**config.mk**
```make
export PLATFORM = sky130hd
export DESIGN_NAME = cache2w_top
export DESIGN_NICKNAME = d
export VERILOG_FILES = /design/src/rtl/cache2w_pkg.sv /design/src/rtl/cache_way.sv /design/src/rtl/cache_repl.sv /design/src/rtl/cache2w_top.sv
export SDC_FILE = /design/constraint.sdc
export NUM_CORES = 2
export LEC_CHECK = 0
export BUFFER_PORTS_ARGS = -buffer_cell sky130_fd_sc_hd__clkbuf_2
export CAP_MARGIN = 10
export CORE_MARGIN = 2
export CORE_UTILIZATION = 25
export CTS_CLUSTER_DIAMETER = 30
export CTS_CLUSTER_SIZE = 20
export DETAILED_ROUTE_END_ITERATION = 7
export PLACE_DENSITY_LB_ADDON = 0.15
export SLEW_MARGIN = 10
export SYNTH_ARGS = -nofsm -noshare
export SYNTH_HDL_FRONTEND = slang
export SYNTH_MEMORY_MAX_BITS = 65536
export SYNTH_SLANG_ARGS = --single-unit
```
**constraint.sdc**
```tcl
create_clock -name clk -period 5.5 [get_ports clk]
set_input_delay 0.55 -clock clk [delete_from_list [all_inputs] [get_ports clk]]
set_output_delay 0.55 -clock clk [all_outputs]
set_load 0.02 [all_outputs]
```
**src/rtl/cache2w_pkg.sv**
```systemverilog
`timescale 1ns/1ps
package cache2w_pkg;

   typedef enum logic [1:0] {
      CS_IDLE = 2'd0,
      CS_LOOK = 2'd1,
      CS_WB   = 2'd2,
      CS_FILL = 2'd3
   } cstate_e;

   function automatic bit is_pow2(input int v);
      return (v > 0) && ((v & (v - 1)) == 0);
   endfunction

endpackage

```
**src/rtl/cache_way.sv**
```systemverilog
`timescale 1ns/1ps
module cache_way #(
   parameter int SETS       = 16,
   parameter int TAG_W      = 10,
   parameter int DATA_W     = 32,
   parameter int LINE_WORDS = 4,
   parameter int OFFS_W     = 2,
   localparam int SET_W     = $clog2(SETS),
   localparam int LINE_W    = DATA_W * LINE_WORDS
) (
   input  logic              clk,
   input  logic              rst_n,
   input  logic [SET_W-1:0]  rd_set,
   input  logic [TAG_W-1:0]  cmp_tag,
   output logic              hit,
   output logic              vld,
   output logic              dirty,
   output logic [TAG_W-1:0]  tag_o,
   output logic [LINE_W-1:0] line_o,
   input  logic              fill_en,
   input  logic [TAG_W-1:0]  fill_tag,
   input  logic [LINE_W-1:0] fill_line,
   input  logic              wr_en,
   input  logic [OFFS_W-1:0] wr_off,
   input  logic [DATA_W-1:0] wr_word
);

   logic [SETS-1:0]   vld_q;
   logic [SETS-1:0]   dty_q;
   logic [TAG_W-1:0]  tag_q [SETS];
   logic [LINE_W-1:0] dat_q [SETS];

   assign vld    = vld_q[rd_set];
   assign dirty  = dty_q[rd_set];
   assign tag_o  = tag_q[rd_set];
   assign line_o = dat_q[rd_set];
   assign hit    = vld_q[rd_set] && (tag_q[rd_set] == cmp_tag);

   // state bits: cleared by reset
   always_ff @(posedge clk) begin
      if (!rst_n) begin
         vld_q <= '0;
         dty_q <= '0;
      end else if (fill_en) begin
         vld_q[rd_set] <= 1'b1;
         dty_q[rd_set] <= 1'b0;
      end else if (wr_en) begin
         dty_q[rd_set] <= 1'b1;
      end
   end

   // payload: no reset needed, guarded by valid
   always_ff @(posedge clk) begin
      if (fill_en) begin
         tag_q[rd_set] <= fill_tag;
         dat_q[rd_set] <= fill_line;
      end else if (wr_en) begin
         for (int k = 0; k < LINE_WORDS; k++) begin
            if (wr_off == OFFS_W'(k)) begin
               dat_q[rd_set][k*DATA_W +: DATA_W] <= wr_word;
            end
         end
      end
   end

endmodule

```
**src/rtl/cache_repl.sv**
```systemverilog
`timescale 1ns/1ps
module cache_repl #(
   parameter int SETS   = 16,
   localparam int SET_W = $clog2(SETS)
) (
   input  logic             clk,
   input  logic             rst_n,
   input  logic [SET_W-1:0] look_set,
   input  logic [1:0]       way_vld,
   output logic             victim,
   input  logic             touch_en,
   input  logic             touch_way,
   output logic [SETS-1:0]  lru_vec
);

   logic [SETS-1:0] lru_q;

   assign lru_vec = lru_q;

   // empty ways first, lowest number first, then the LRU way
   always_comb begin
      if (!way_vld[0])      victim = 1'b0;
      else if (!way_vld[1]) victim = 1'b1;
      else                  victim = lru_q[look_set];
   end

   always_ff @(posedge clk) begin
      if (!rst_n) begin
         lru_q <= '0;
      end else if (touch_en) begin
         lru_q[look_set] <= ~touch_way;
      end
   end

endmodule

```
**src/rtl/cache2w_top.sv**
```systemverilog
`timescale 1ns/1ps
module cache2w_top
   import cache2w_pkg::*;
#(
   parameter int ADDR_W     = 16,
   parameter int DATA_W     = 32,
   parameter int SETS       = 16,
   parameter int LINE_WORDS = 4,
   localparam int OFF_W     = $clog2(LINE_WORDS),
   localparam int SET_W     = $clog2(SETS),
   localparam int TAG_W     = ADDR_W - SET_W - OFF_W,
   localparam int LINE_AW   = TAG_W + SET_W,
   localparam int LINE_W    = DATA_W * LINE_WORDS,
   localparam int OFFS_W    = (OFF_W == 0) ? 1 : OFF_W
) (
   input  logic               clk,
   input  logic               rst_n,
   input  logic               req_valid,
   output logic               req_ready,
   input  logic               req_write,
   input  logic [ADDR_W-1:0]  req_addr,
   input  logic [DATA_W-1:0]  req_wdata,
   output logic               resp_valid,
   output logic               resp_hit,
   output logic [DATA_W-1:0]  resp_rdata,
   output logic               mem_req,
   output logic               mem_we,
   output logic [LINE_AW-1:0] mem_addr,
   output logic [LINE_W-1:0]  mem_wdata,
   input  logic               mem_ack,
   input  logic [LINE_W-1:0]  mem_rdata
);

   // elaboration-time parameter checks
   if (!is_pow2(SETS) || SETS < 2) begin : g_bad_sets
      $error("cache2w_top: SETS must be a power of two >= 2");
   end
   if (!is_pow2(LINE_WORDS)) begin : g_bad_words
      $error("cache2w_top: LINE_WORDS must be a power of two");
   end
   if (TAG_W < 1) begin : g_bad_tag
      $error("cache2w_top: ADDR_W too small for SETS and LINE_WORDS");
   end

   cstate_e           st_q;
   logic              wr_q;
   logic              miss_q;
   logic              vict_q;
   logic [TAG_W-1:0]  rtag_q;
   logic [SET_W-1:0]  rset_q;
   logic [OFFS_W-1:0] roff_q;
   logic [DATA_W-1:0] rwd_q;

   logic [OFFS_W-1:0] in_off;
   logic [1:0]        way_hit;
   logic [1:0]        way_vld;
   logic [1:0]        way_dty;
   logic [TAG_W-1:0]  way_tag  [2];
   logic [LINE_W-1:0] way_line [2];

   logic              in_look;
   logic              look_hit;
   logic              hit_way;
   logic              victim;
   logic              fill_go;
   logic [SETS-1:0]   lru_vec;
   logic [LINE_W-1:0] hit_line;
   logic [DATA_W-1:0] hit_word;

   // offset field exists only for multi-word lines
   if (OFF_W == 0) begin : g_off_none
      assign in_off = '0;
   end else begin : g_off_bits
      assign in_off = req_addr[OFF_W-1:0];
   end

   assign in_look  = (st_q == CS_LOOK);
   assign look_hit = in_look && (|way_hit);
   assign hit_way  = way_hit[1];
   assign fill_go  = (st_q == CS_FILL) && mem_ack;
   assign hit_line = way_line[hit_way];

   always_comb begin
      hit_word = '0;
      for (int k = 0; k < LINE_WORDS; k++) begin
         if (roff_q == OFFS_W'(k)) hit_word = hit_line[k*DATA_W +: DATA_W];
      end
   end

   for (genvar w = 0; w < 2; w++) begin : g_way
      cache_way #(
         .SETS       (SETS),
         .TAG_W      (TAG_W),
         .DATA_W     (DATA_W),
         .LINE_WORDS (LINE_WORDS),
         .OFFS_W     (OFFS_W)
      ) u_way (
         .clk       (clk),
         .rst_n     (rst_n),
         .rd_set    (rset_q),
         .cmp_tag   (rtag_q),
         .hit       (way_hit[w]),
         .vld       (way_vld[w]),
         .dirty     (way_dty[w]),
         .tag_o     (way_tag[w]),
         .line_o    (way_line[w]),
         .fill_en   (fill_go && (vict_q == 1'(w))),
         .fill_tag  (rtag_q),
         .fill_line (mem_rdata),
         .wr_en     (look_hit && wr_q && way_hit[w]),
         .wr_off    (roff_q),
         .wr_word   (rwd_q)
      );
   end

   cache_repl #(.SETS(SETS)) u_repl (
      .clk       (clk),
      .rst_n     (rst_n),
      .look_set  (rset_q),
      .way_vld   (way_vld),
      .victim    (victim),
      .touch_en  (look_hit),
      .touch_way (hit_way),
      .lru_vec   (lru_vec)
   );

   assign req_ready = (st_q == CS_IDLE);
   assign mem_req   = (st_q == CS_WB) || (st_q == CS_FILL);
   assign mem_we    = (st_q == CS_WB);
   assign mem_addr  = mem_we ? {way_tag[vict_q], rset_q} : {rtag_q, rset_q};
   assign mem_wdata = way_line[vict_q];

   always_ff @(posedge clk) begin
      if (!rst_n) begin
         st_q       <= CS_IDLE;
         resp_valid <= 1'b0;
         resp_hit   <= 1'b0;
         resp_rdata <= '0;
         miss_q     <= 1'b0;
         vict_q     <= 1'b0;
         wr_q       <= 1'b0;
         rtag_q     <= '0;
         rset_q     <= '0;
         roff_q     <= '0;
         rwd_q      <= '0;
      end else begin
         resp_valid <= 1'b0;
         unique case (st_q)
            CS_IDLE: begin
               if (req_valid) begin
                  wr_q   <= req_write;
                  rtag_q <= req_addr[ADDR_W-1 -: TAG_W];
                  rset_q <= req_addr[OFF_W +: SET_W];
                  roff_q <= in_off;
                  rwd_q  <= req_wdata;
                  miss_q <= 1'b0;
                  st_q   <= CS_LOOK;
               end
            end
            CS_LOOK: begin
               if (|way_hit) begin
                  resp_valid <= 1'b1;
                  resp_hit   <= !miss_q;
                  resp_rdata <= wr_q ? '0 : hit_word;
                  st_q       <= CS_IDLE;
               end else begin
                  miss_q <= 1'b1;
                  vict_q <= victim;
                  st_q   <= (way_vld[victim] && way_dty[victim]) ? CS_WB : CS_FILL;
               end
            end
            CS_WB: begin
               if (mem_ack) st_q <= CS_FILL;
            end
            CS_FILL: begin
               if (mem_ack) st_q <= CS_LOOK;
            end
            default: st_q <= CS_IDLE;
         endcase
      end
   end

endmodule

```
# --- Word level (Yosys, flattened, before mapping) ---
# Memories as Yosys holds them, arrays and structs flattened. A register that Yosys moved wholly into a read port is not among the register bits.
# Index checks and enable logic that the tools add are counted.
totals:
  register_bits: 167
  latchBits: 0
  ram_bits: 4416
  romBits: 0
  in_bits: 181
  output_inout_bits: 179
  word_cells: 178
  memories: 4
memory_table:
  columns: ["memory", "depth", "word_bits", "read_ports", "rd_clocked_by_memory_dff", "wr", "line_no", "text"]
  rows:
  - ["g_way[0].u_way.dat_q", 16, 128, 1, 1, 1, "cache_way.sv:31", "logic [LINE_W-1:0] dat_q [SETS];"]
  - ["g_way[1].u_way.dat_q", 16, 128, 1, 1, 1, "cache_way.sv:31", null]
  - ["g_way[0].u_way.tag_q", 16, 10, 1, 1, 1, "cache_way.sv:30", "logic [TAG_W-1:0] tag_q [SETS];"]
  - ["g_way[1].u_way.tag_q", 16, 10, 1, 1, 1, "cache_way.sv:30", null]
op_classes:
  n_addsub: 0
  mul: 0
  div: 0
  order_cmp: 5
  n_eq_ne: 12
  shift: 0
  n_mux: 96
  n_bitwise: 20
  reduce_logical: 25
op_table:
  columns: ["operator", "n"]
  rows:
  - ["two-way mux 128 bit", 6]
  - ["two-way mux 32 bit", 13]
  - ["two-way mux 16 bit", 4]
  - ["OR 16 bit", 4]
  - ["two-way mux 1 bit", 48]
  - ["bitwise AND 16 bit", 2]
  - ["two-way mux 4 bit", 8]
  - ["two-way mux 10 bit", 3]
  - ["binary-select mux 1 bit (select 4 bit)", 5]
  - ["equality test 10 bit", 2]
  - ["bitwise mux 16 bit", 1]
  - ["inverter 16 bit", 1]
  - ["two-way mux 14 bit", 1]
  - ["logical AND 1 bit", 11]
  - ["equality test 2 bit, second input constant", 4]
  - ["two-way mux 2 bit", 4]
  - ["OR 1 bit", 8]
  - ["one-hot mux 2 bit (4 select lines)", 1]
  - ["AND reduction 2 bit", 4]
  - ["inequality test 2 bit, second input constant", 3]
  - ["AND reduction 3 bit", 2]
  - ["nonzero test 2 bit", 3]
  - ["< comparator 4 x 5 -> 1 bit, second input constant", 1]
  - ["demux 1 bit (select 4 bit)", 1]
  - ["other kinds (12)", 18]

# --- Logic depth before layout (Yosys ltp) ---
logic_depth:
  depth_word: 12
  mapped_depth: 19
  ltp_nobuf: 10

# --- By module ---
# From an unflattened synthesis, not the netlist that was laid out.
hier_totals:
  hier_cells: 7962
  hier_area_um2: 180663.3
modules_own_cells:
  columns: ["mod", "instances", "cells_each", "area_per_inst_um2", "seq_area_each_um2"]
  rows:
  - ["cache_way at g_way[0].u_way", 1, 3559, 86533.0, 66944.2]
  - ["cache_way at g_way[1].u_way", 1, 3580, 86515.5, 66944.2]
  - ["cache2w_top", 1, 746, 6821.5, 1741.7]
  - ["cache_repl", 1, 77, 793.3, 320.3]

# --- Worst setup path after synthesis ---
# OpenSTA, ideal clock, no wires.
synth_path:
  path_kind: "reg-to-reg"
  from: "register (tool-made name)"
  to: "memory g_way[0].u_way.dat_q[10][0] (netlist name) (enable)"
  setup_time_ns: 0.432
  t_arrival_ns: 4.676
  t_required_ns: 5.068
  setup_slack_ns: 0.393
  path_stages_with_launch: 16
  n_path_buf: 6
  synth_period_minus_slack_ns: 5.107
  cell_sequence: "dfxtp_1 > buf_6 > buf_6 > buf_6 > buf_2 > mux2_2 > o22ai_1 > nor2_1 > a221o_1 > a211oi_1 > and3_1 > nand4b_2 > or3_1 > clkbuf_1 > buf_2 > a21oi_1"
synth_lines:
  columns: ["element", "line_no"]
  rows:
  - ["to (decl)", "cache_way.sv:31"]

==> reports/qor.yml <==
status: "completed"
required_ns: 4.95
io_buffers: 359
numCtsBuffers: 1205
final_core_utilization: 0.334
worstMarginPinSlew_ns: 1.25
synthFlopType: "edfxtp_1"
regArea_um2: 136000
dieArea_um2: 731000
slew_violations: 0
htree_levels: 7
tns_ns: 0
setup_viol: 0
grt_pass1_vias: 102000
syn_inst: 8126
yosysSeqAreaShare: 0.751
fin_nets: 10000
critPathArrivalTime_ns: 4.84
clk_latency_ns: 1.22
power_leakage_nw: 77.0
antenna_found_initial: 140
timing.hold.worst.class: "in2reg"
synthArstFlopShare: 0
maxCapViolCount: 0
min_period_ns: 5.39
setup_ws_ns: 0.110
end_kind: "output port"
start_util: 0.251
gr-usage-all-layers: 0.196
fin_cells: 20400
cts-root-buf: "clkbuf_16"
drtAntennaViolNets: 0
netlist_top_cells_area: "edfxtp_1 (73%), mux4_2 (17%), mux2_2 (2.3%)"
dr_total_vias: 100000
drt_wl_total_um: 727000
postPlaceCellArea_um2: 200000
clk_pin_slew_worst_paths_ns: 0.04
maxSlewHeadroom: 0.163
die_w_um: 855
preCtsSetupSlack_ns: -0.0317
skew_ns: 0.132
grt_pass1_wl_um: 952000
row_count: 312
min_period_over_period: 0.980
syn_to_final_growth_pct: 33.1
multiInputGateArea_um2: 44000
worstPathMaxFanout: 92
cts.sinks: 4587
synth_area_um2: 181000
finalPower_mw: 115
fmax_mhz: 186
die_h_um: 855
grt_start_max_net_pins: 93
cts_tree: "done"
viasPerCell: 4.92
drt_iter0_drc: 11800
synth_top_area_share: 0.732
drive_gt1_frac: 0.435
drc: 0
critical_path_class: "reg2out"
ir_drop_mv: 0.340
power_density_nw_per_um2: 478
routabilityCongestion: 0.810
yosys_warnings: 0
final_cell_area_um2: 241000
crit_path_start_kind: "flip-flop"
ys_types: 76
firstDrtPassIters: 6
pin_count: 360
dpl.hpwl_um: 458000
synth_edf_count: 4416
place_inst: 18100
avgSynthCellArea_um2: 22.3
overflow: 0
fin_hold_ws_ns: 0.0577
core_area_um2: 722000
syn_nets: 8311
ys_ff_latch: 4587
n_fill_cell: 67800
cts_buffer_depth: 5
wl_per_cell_um: 35.6
hold_viol_final: 0
synth_top_cell_by_area: "edfxtp_1"
-- final timing paths --
| check | from | to | slack [ns] | cells past startpoint |
|---|---|---|---|---|
| max | flip-flop | mem_wdata[91] | 0.11 | 6 |
| min | mem_rdata[3] | g_way[1].u_way.dat_q[6][3] | 0.06 | 2 |
| max reg2reg | flip-flop | resp_rdata[22] | 0.19 | 16 |
| min reg2reg | g_way[1].u_way.vld_q[6] | g_way[1].u_way.vld_q[6] | 0.46 | 1 |
-- synthesized netlist by cell type (17+ instances only) --
cell         n
buf_2      206
nand3_1     38
nor2_1     219
buf_6       19
o311a_1     18
buf_4       42
o221a_2     22
nor3b_1     18
a21boi_0    57
mux2_1      18
mux2_2     373
mux4_2    1343
clkbuf_1   188
nand2_1    281
a31oi_1     47
o22ai_1     22
mux2_4      30
and3_1      18
a211oi_1    27
mux2i_1     93
o21ai_0     43
dfxtp_1    171
edfxtp_1  4416
o21a_1      35
o221ai_1    17
and2_1      18
a21oi_1     77
buf_1       49
nor2b_1     35
-- placed cells by master, fill, tap and decap left out, types with 142 or more instances in the layout --
cell type  netlist  routed
clkbuf_1       188     148
clkinv_2         0     185
dfxtp_1        171     142
edfxtp_1      4416    4416
bufinv_16        0     146
mux2_2         373     370
buf_4           42     312
clkinv_1         3     178
clkbuf_2         0     358
diode_2          0     156
nand2_1        281     270
buf_12           0     170
clkbuf_16        0    1230
mux4_2        1343    1343
-- layout make-up --
type / instances / share of cell area
Clock inverter: 688 / 0.0311
Timing Repair Buffer: 988 / 0.0401
Sequential cell: 4587 / 0.564
Multi-Input combinational cell: 3020 / 0.182
Antenna cell: 156 / 0.00162
Tap cell: 9577 / 0.0497
Clock buffer: 1386 / 0.130
Inverter: 15 / 0.000285
-- routing by layer --
metal  track usage  up-vias  share of wire
met4        0.0611        2          0.026
met5             0        -       0.000018
met3        0.0450     1172          0.077
met2         0.317     5059           0.48
li1              -    38600              -
met1         0.261    55600           0.42
-- worst max-delay path, cell delays in order (launching register included) --
cell and delay [ns]:
dfxtp_4 0.42, buf_12 0.33, buf_4 0.67, mux4_2 0.45, mux4_2 0.65, mux2_2 0.42, clkbuf_2 0.19
-- registers in the layout, indices dropped and copies added (netlist names), named ones only --
signal,cells
g_way.u_way.dat_q,4096
g_way.u_way.tag_q,320
g_way.u_way.vld_q,32
resp_rdata,32
rwd_q,32
u_repl.lru_vec,16
rtag_q,10
rset_q,4
roff_q,2
st_q,2
miss_q,1
resp_hit,1
resp_valid,1
vict_q,1
wr_q,1
-- power breakdown --
part           switching (mW)  leakage (nW)  internal [mW]
sequential              0.211          41.1           38.5
combinational            5.99          17.0           3.12
clock                    20.4          18.9           47.1
-- kinds of logic after synthesis --
group / synth area share
muxes: 0.199
AOI/OAI and AO/OA: 0.0187
xor gates and xnor gates: 0.000774
and+or+nand+nor: 0.0167
DFF: 0.751
buffers and inverters: 0.0138
adders and majority gates: 0.000276
-- timing repair --
action / in CTS / in global routing
gates cloned: 13 / 0
hold buffers: 101 / 0
buffers inserted: 7 / 1
hold endpoints to repair: 809 / 0
resized for setup: 53 / 8
setup endpoints to repair: 129 / 8
No activity file was read; power rests on OpenSTA's default activity.
